### src/rtl/dslope_pkg.sv
package dslope_pkg;

    typedef enum logic [2:0] {
        ST_IDLE,
        ST_ZERO,
        ST_INTEG,
        ST_DEINT,
        ST_FINISH
    } seq_state_t;

    function automatic int max_of3(input int a, input int b, input int c);
        int m;
        m = (a > b) ? a : b;
        return (m > c) ? m : c;
    endfunction

endpackage

### src/rtl/dslope_cmp_sync.sv
module dslope_cmp_sync #(
    parameter int STAGES = 2
) (
    input  logic clk,
    input  logic rst_n,
    input  logic cmp_i,
    output logic toggle_o
);
    logic [STAGES-1:0] chain_q;
    logic              prev_q;

    generate
        if (STAGES == 1) begin : g_single
            always_ff @(posedge clk or negedge rst_n) begin
                if (!rst_n) chain_q <= '0;
                else        chain_q <= cmp_i;
            end
        end else begin : g_multi
            always_ff @(posedge clk or negedge rst_n) begin
                if (!rst_n) chain_q <= '0;
                else        chain_q <= {chain_q[STAGES-2:0], cmp_i};
            end
        end
    endgenerate

    always_ff @(posedge clk or negedge rst_n) begin
        if (!rst_n) prev_q <= 1'b0;
        else        prev_q <= chain_q[STAGES-1];
    end

    assign toggle_o = chain_q[STAGES-1] ^ prev_q;

endmodule

### src/rtl/dslope_phase_cnt.sv
module dslope_phase_cnt #(
    parameter int W = 8
) (
    input  logic         clk,
    input  logic         rst_n,
    input  logic         clr_i,
    output logic [W-1:0] cnt_o
);
    always_ff @(posedge clk or negedge rst_n) begin
        if (!rst_n)          cnt_o <= '0;
        else if (clr_i)      cnt_o <= '0;
        else if (cnt_o != '1) cnt_o <= cnt_o + 1'b1;
    end
endmodule

### src/rtl/dslope_result.sv
module dslope_result #(
    parameter int MAG_W   = 8,
    parameter int MAG_MAX = 200
) (
    input  logic             clk,
    input  logic             rst_n,
    input  logic             load_i,
    input  logic             ovr_i,
    input  logic             neg_i,
    input  logic [MAG_W-1:0] mag_i,
    output logic [MAG_W:0]   result_o,
    output logic             ovr_o
);
    logic [MAG_W:0] mag_ext;

    always_comb begin
        if (ovr_i) mag_ext = (MAG_W+1)'(MAG_MAX);
        else       mag_ext = {1'b0, mag_i};
    end

    always_ff @(posedge clk or negedge rst_n) begin
        if (!rst_n) begin
            result_o <= '0;
            ovr_o    <= 1'b0;
        end else if (load_i) begin
            result_o <= neg_i ? (~mag_ext + 1'b1) : mag_ext;
            ovr_o    <= ovr_i;
        end
    end
endmodule

### src/rtl/dslope_seq_ctrl.sv
module dslope_seq_ctrl
    import dslope_pkg::*;
#(
    parameter int ZERO_CYCLES = 1000,
    parameter int INT_CYCLES  = 100000,
    parameter int MAX_DEINT   = 2 * INT_CYCLES,
    parameter int SYNC_STAGES = 2,
    localparam int MAG_W      = $clog2(MAX_DEINT + 1),
    localparam int RES_W      = MAG_W + 1
) (
    input  logic             clk,
    input  logic             rst_n,
    input  logic             start_i,
    input  logic             cmp_i,
    input  logic             pol_neg_i,
    output logic             zero_sw_o,
    output logic             sig_sw_o,
    output logic             ref_sw_o,
    output logic             ref_neg_o,
    output logic             busy_o,
    output logic             done_o,
    output logic             ovr_o,
    output logic [RES_W-1:0] result_o
);
    localparam int PH_MAX = max_of3(ZERO_CYCLES, INT_CYCLES, MAX_DEINT);
    localparam int PH_W   = $clog2(PH_MAX + 1);

    seq_state_t      state_q, state_n;
    logic [PH_W-1:0] ph_cnt;
    logic            ph_clr;
    logic            cmp_edge;
    logic            pol_q;
    logic            zero_last, int_last, deint_last;
    logic            res_load;

    dslope_cmp_sync #(.STAGES(SYNC_STAGES)) u_sync (
        .clk      (clk),
        .rst_n    (rst_n),
        .cmp_i    (cmp_i),
        .toggle_o (cmp_edge)
    );

    dslope_phase_cnt #(.W(PH_W)) u_phase (
        .clk   (clk),
        .rst_n (rst_n),
        .clr_i (ph_clr),
        .cnt_o (ph_cnt)
    );

    assign zero_last  = (ph_cnt == PH_W'(ZERO_CYCLES - 1));
    assign int_last   = (ph_cnt == PH_W'(INT_CYCLES - 1));
    assign deint_last = (ph_cnt == PH_W'(MAX_DEINT - 1));

    // next-state logic
    always_comb begin
        state_n = state_q;
        unique case (state_q)
            ST_IDLE:   if (start_i)               state_n = ST_ZERO;
            ST_ZERO:   if (zero_last)             state_n = ST_INTEG;
            ST_INTEG:  if (int_last)              state_n = ST_DEINT;
            ST_DEINT:  if (cmp_edge || deint_last) state_n = ST_FINISH;
            ST_FINISH:                            state_n = ST_IDLE;
            default:                              state_n = ST_IDLE;
        endcase
    end

    // state register
    always_ff @(posedge clk or negedge rst_n) begin
        if (!rst_n) state_q <= ST_IDLE;
        else        state_q <= state_n;
    end

    assign ph_clr = (state_n != state_q);

    // polarity sampled on the final integration cycle
    always_ff @(posedge clk or negedge rst_n) begin
        if (!rst_n)                          pol_q <= 1'b0;
        else if (state_q == ST_INTEG && int_last) pol_q <= pol_neg_i;
    end

    assign res_load = (state_q == ST_DEINT) && (state_n == ST_FINISH);

    dslope_result #(.MAG_W(MAG_W), .MAG_MAX(MAX_DEINT)) u_result (
        .clk      (clk),
        .rst_n    (rst_n),
        .load_i   (res_load),
        .ovr_i    (!cmp_edge),
        .neg_i    (pol_q),
        .mag_i    (MAG_W'(ph_cnt)),
        .result_o (result_o),
        .ovr_o    (ovr_o)
    );

    // state-decoded outputs
    always_comb begin
        zero_sw_o = 1'b0;
        sig_sw_o  = 1'b0;
        ref_sw_o  = 1'b0;
        ref_neg_o = 1'b0;
        busy_o    = 1'b1;
        done_o    = 1'b0;
        unique case (state_q)
            ST_IDLE:   busy_o    = 1'b0;
            ST_ZERO:   zero_sw_o = 1'b1;
            ST_INTEG:  sig_sw_o  = 1'b1;
            ST_DEINT: begin
                ref_sw_o  = 1'b1;
                ref_neg_o = !pol_q;
            end
            ST_FINISH: done_o    = 1'b1;
            default:   busy_o    = 1'b0;
        endcase
    end

endmodule

### config.mk
export PLATFORM = sky130hd
export DESIGN_NAME = dslope_seq_ctrl
export DESIGN_NICKNAME = d
export VERILOG_FILES = /design/src/rtl/dslope_pkg.sv /design/src/rtl/dslope_cmp_sync.sv /design/src/rtl/dslope_phase_cnt.sv /design/src/rtl/dslope_result.sv /design/src/rtl/dslope_seq_ctrl.sv
export SDC_FILE = /design/constraint.sdc
export NUM_CORES = 1
export LEC_CHECK = 0
export BUFFER_PORTS_ARGS = -buffer_cell sky130_fd_sc_hd__buf_2
export CAP_MARGIN = 10
export CORE_UTILIZATION = 40
export CTS_CLUSTER_SIZE = 25
export DETAILED_ROUTE_END_ITERATION = 12
export GPL_TIMING_DRIVEN = 1
export HOLD_SLACK_MARGIN = 0.1
export PLACE_DENSITY = 0.62
export SETUP_SLACK_MARGIN = 0.2
export SYNTH_ARGS = -nofsm -noshare
export SYNTH_HDL_FRONTEND = slang
export SYNTH_SLANG_ARGS = --single-unit
### constraint.sdc
create_clock -name clk -period 3.5 [get_ports clk]
set_input_delay 0.7 -clock clk [delete_from_list [all_inputs] [get_ports clk]]
set_output_delay 0.7 -clock clk [all_outputs]
set_load 0.1 [all_outputs]
==> results.txt <==
- Outcome: completed
* Highest Clock Rate: 346 MHz
- After clock tree synthesis, the clock-pin slew on the worst setup and hold paths is 0.08 ns.
- Setup repair after global routing missed its margin: no
- In this run the power spent charging and discharging nets is 213 uW.
- Global routing consumed, over all layers together, 19.2% of the routing resources.
- Peak supply drop: 0.000126 V
* Antenna Diode Count: 0
- Comb power frac: 6.2%
- Across the routed clock network, the largest skew measured is 0.00852 ns.
* Switching power as a share of total power: 22.1%
- Slew of the pin with the lowest slew margin: 0.991 ns
- Leading cell types in the layout, fill and taps excluded: sky130_fd_sc_hd__dfrtp_1 (45), sky130_fd_sc_hd__nor2_1 (34), sky130_fd_sc_hd__buf_2 (30), sky130_fd_sc_hd__nand2_1 (27), sky130_fd_sc_hd__nand3_1 (18)
- For this design the ratio of total power to cell area is 314 mW/mm^2.
- The area growth from synthesis to layout is 7.84%.
- Before antenna repair, the detailed router went through 4 iterations.
- Die extent in x: 86.3 microns
- The region available for standard cell placement spans 0.00683 sq mm.
- CTS Hold Buffers Added: 0
- TritonCTS clock tree: yes
- Number of flops mapped to enable cells by yosys: 0
- Clock sink count: 45
* Post-placement setup slack: 0.942 ns
- The final-report hold violation count came to 0.
* Internal cell power: 748 uW
- After filler insertion, the fill cell instance count of the layout stands at 691.
- The first routing iteration left 183 violations.
- Clock network power share: 39.4%
* Worst Path Class, Setup: register to output port
- Cts bufs inserted: 5
- STA puts the critical path data required time at 2.80 ns.
* Count of unresolved DRC violations after routing: 0
- In the final layout, flip-flops and latches occupy 0.00113 sq mm.
* Synthesized area: 0.00284 sq mm
- Port Buffers: 30
* Routed via count divided by cell count: 5.70
- Final antenna-violating net count: 0
- The post-route netlist has 18.9% of its cells at a drive strength greater than 1.
* Avg Synthesized Cell Area: 9.16 sq um
- After legalization and detailed placement, the total HPWL measured 4550 microns.
* Most common library cell in the layout ignoring fill and taps: sky130_fd_sc_hd__dfrtp_1
* Post-placement cell area: 0.00296 sq mm
* Cell count after synthesis: 310
- Minimum setup slack in the final design: 0.614 ns
* Final period demand of the worst path: 2.89 ns
- The die covers 0.00744 sq mm.
- Type of element capturing the critical path: output port
- Io pins: 31
- Final cycle utilization of the critical path: 82.5%
* First-pass GRT wire length: 11200 microns
- Share of synthesized flip-flops with an asynchronous set or reset: 100%
- The tool flagged a number of max-cap violations equal to 0.
* Worst reg2reg setup slack: 1.07 ns
- Sequential cells were found to cover 39.6% of the synthesized design area.
- Unique cell type count in the Yosys netlist: 62
- The congestion estimate from routability-driven global placement came to 0.847.
- Pin count of the biggest net entering global routing: 46
- After routing the design area is 0.00306 sq mm.
* Net count after synthesis: 317
* Reg power frac: 54.4%
* Number of cells upsized or downsized after cts: 0
- Setup tns final: 0 ns
- The most used flip-flop cell after synthesis is sky130_fd_sc_hd__dfrtp_1.
- Final-report setup violation count: 0
- Via count: 2388
- Number of global-route vias before repair: 2279
- Wires add up to 6530 microns.
- The worst setup path is launched from a register.
- In the final layout, the multi-input gates occupy 0.00153 sq mm.
- The number of antenna violations at the first check in global routing is 0.
- Worst hold path type: register to register
- Once the clock tree was built, the setup fixing pass inserted 0 buffers.
- Pins Over Slew Limit: 0
- Along the worst path, the maximum fanout reaches 11.
- Std-Cell Rows: 30
* Remaining global-route overflow: 0
- In this run the tightest slew margin relative to its limit is 34.0%.
- Clock latency at the later pin of the worst-skew pair: 0.30 ns
* Number of warnings printed during yosys synthesis: 0
- For the worst setup path, the data arrival time is 2.19 ns.
- Count of state elements after synthesis: 45
- In this run the number of H-tree levels came out at 2.
- Leak Pwr: 1.31 nW
* Clock root buffer: sky130_fd_sc_hd__clkbuf_8
- Bufs on Longest Clock Path: 2
- Number of nets in the layout: 330
- Vertical die dimension: 86.3 microns
* WL/cell: 15.6 microns
* Initial Util: 41.6%
## final timing paths
path	startpoint	end	cells past startpoint
max in group asynchronous	rst_n	u_phase.cnt_o[0]	1
max	state_q[2]	ref_sw_o	4
min in group asynchronous	rst_n	u_result.result_o[4]	1
min	u_sync.chain_q[0]	u_sync.chain_q[1]	0
max reg2reg	u_phase.cnt_o[4]	u_phase.cnt_o[16]	5
min reg2reg	u_sync.chain_q[0]	u_sync.chain_q[1]	0
## layout make-up
class | instances | share of cell area [%]
Timing Repair Buffer | 32 | 5.39
Sequential cell | 45 | 36.8
Multi-Input combinational cell | 235 | 50.0
Inverter | 4 | 0.490
Tap cell | 96 | 3.92
Clock buffer | 5 | 2.25
Clock inverter | 2 | 1.14
## registers in the layout, indices dropped and copies added, names as in the netlist
signal	flops
u_sync.prev_q	1
state_q	3
u_phase.cnt_o	18
pol_q	1
u_result.result_o	19
u_sync.chain_q	2
u_result.ovr_o	1
## routing by layer
metal	track usage [%]	part of all wire, %	vias to the layer above
met2	30.7	49	71
met4	7.58	1.1	0
met5	0	0	-
met1	25.8	44	1160
met3	3.81	5.4	6
li1	-	-	1151
## cell families after synthesis
kind of cell | count (synthesis) | synth area share, %
AND/OR/NAND/NOR | 133 | 24.6
buffers and inverters | 30 | 6.56
multiplexers | 11 | 4.71
XOR/XNOR | 22 | 6.78
AO/OA/AOI/OAI | 67 | 16.8
flip-flops | 45 | 39.6
adder cells (fa/ha/maj) | 2 | 0.881
## power by group through the flow
stage	registers (mW)	clock network, mW	logic [mW]
floorplan	0.533	0	0.0369
global placement	0.533	0	0.0609
detailed placement	0.533	0	0.0613
CTS	0.522	0.397	0.0614
global route	0.522	0.420	0.0683
finish	0.522	0.379	0.0599
## per-stage QoR
| step | hold WS, ns | utilization, % | total power, mW | cells |
|---|---|---|---|---|
| floorplan | 0.331 | - | 0.570 | 310 |
| global placement | 0.334 | 43.3 | 0.594 | 412 |
| detailed placement | 0.340 | 43.3 | 0.594 | 412 |
| CTS | 0.361 | 44.8 | 0.980 | 419 |
| global route | 0.367 | 44.8 | 1.01 | 419 |
| finish | 0.356 | 44.8 | 0.961 | 419 |
## synthesized netlist by cell type, types with 4 or more instances
| cell | instances | area share (%) |
|---|---|---|
| sky130_fd_sc_hd__or3_1 | 5 | 1.1 |
| sky130_fd_sc_hd__xnor2_1 | 14 | 4.3 |
| sky130_fd_sc_hd__o21ai_0 | 11 | 1.9 |
| sky130_fd_sc_hd__o31ai_1 | 7 | 1.9 |
| sky130_fd_sc_hd__nor3b_1 | 4 | 1.1 |
| sky130_fd_sc_hd__xor2_1 | 8 | 2.5 |
| sky130_fd_sc_hd__a21oi_1 | 17 | 3.0 |
| sky130_fd_sc_hd__nand3_1 | 18 | 3.2 |
| sky130_fd_sc_hd__mux2_2 | 7 | 2.8 |
| sky130_fd_sc_hd__nor3_1 | 10 | 1.8 |
| sky130_fd_sc_hd__nor4_1 | 6 | 1.3 |
| sky130_fd_sc_hd__buf_2 | 8 | 1.4 |
| sky130_fd_sc_hd__inv_1 | 4 | 0.53 |
| sky130_fd_sc_hd__dfrtp_1 | 45 | 40 |
| sky130_fd_sc_hd__a31oi_1 | 4 | 0.88 |
| sky130_fd_sc_hd__nor2_1 | 34 | 4.5 |
| sky130_fd_sc_hd__nand2_1 | 27 | 3.6 |
| sky130_fd_sc_hd__clkbuf_1 | 8 | 1.1 |
| sky130_fd_sc_hd__nand4_1 | 7 | 1.5 |
| sky130_fd_sc_hd__buf_4 | 4 | 1.1 |
## worst max-delay path, cell delays in order, from the launching register on
cell and delay, ns:
sky130_fd_sc_hd__dfrtp_1 0.46, sky130_fd_sc_hd__or2b_2 0.34, sky130_fd_sc_hd__or2_2 0.41, sky130_fd_sc_hd__inv_1 0.22, sky130_fd_sc_hd__buf_2 0.46
(Power assumes the default switching activity.)
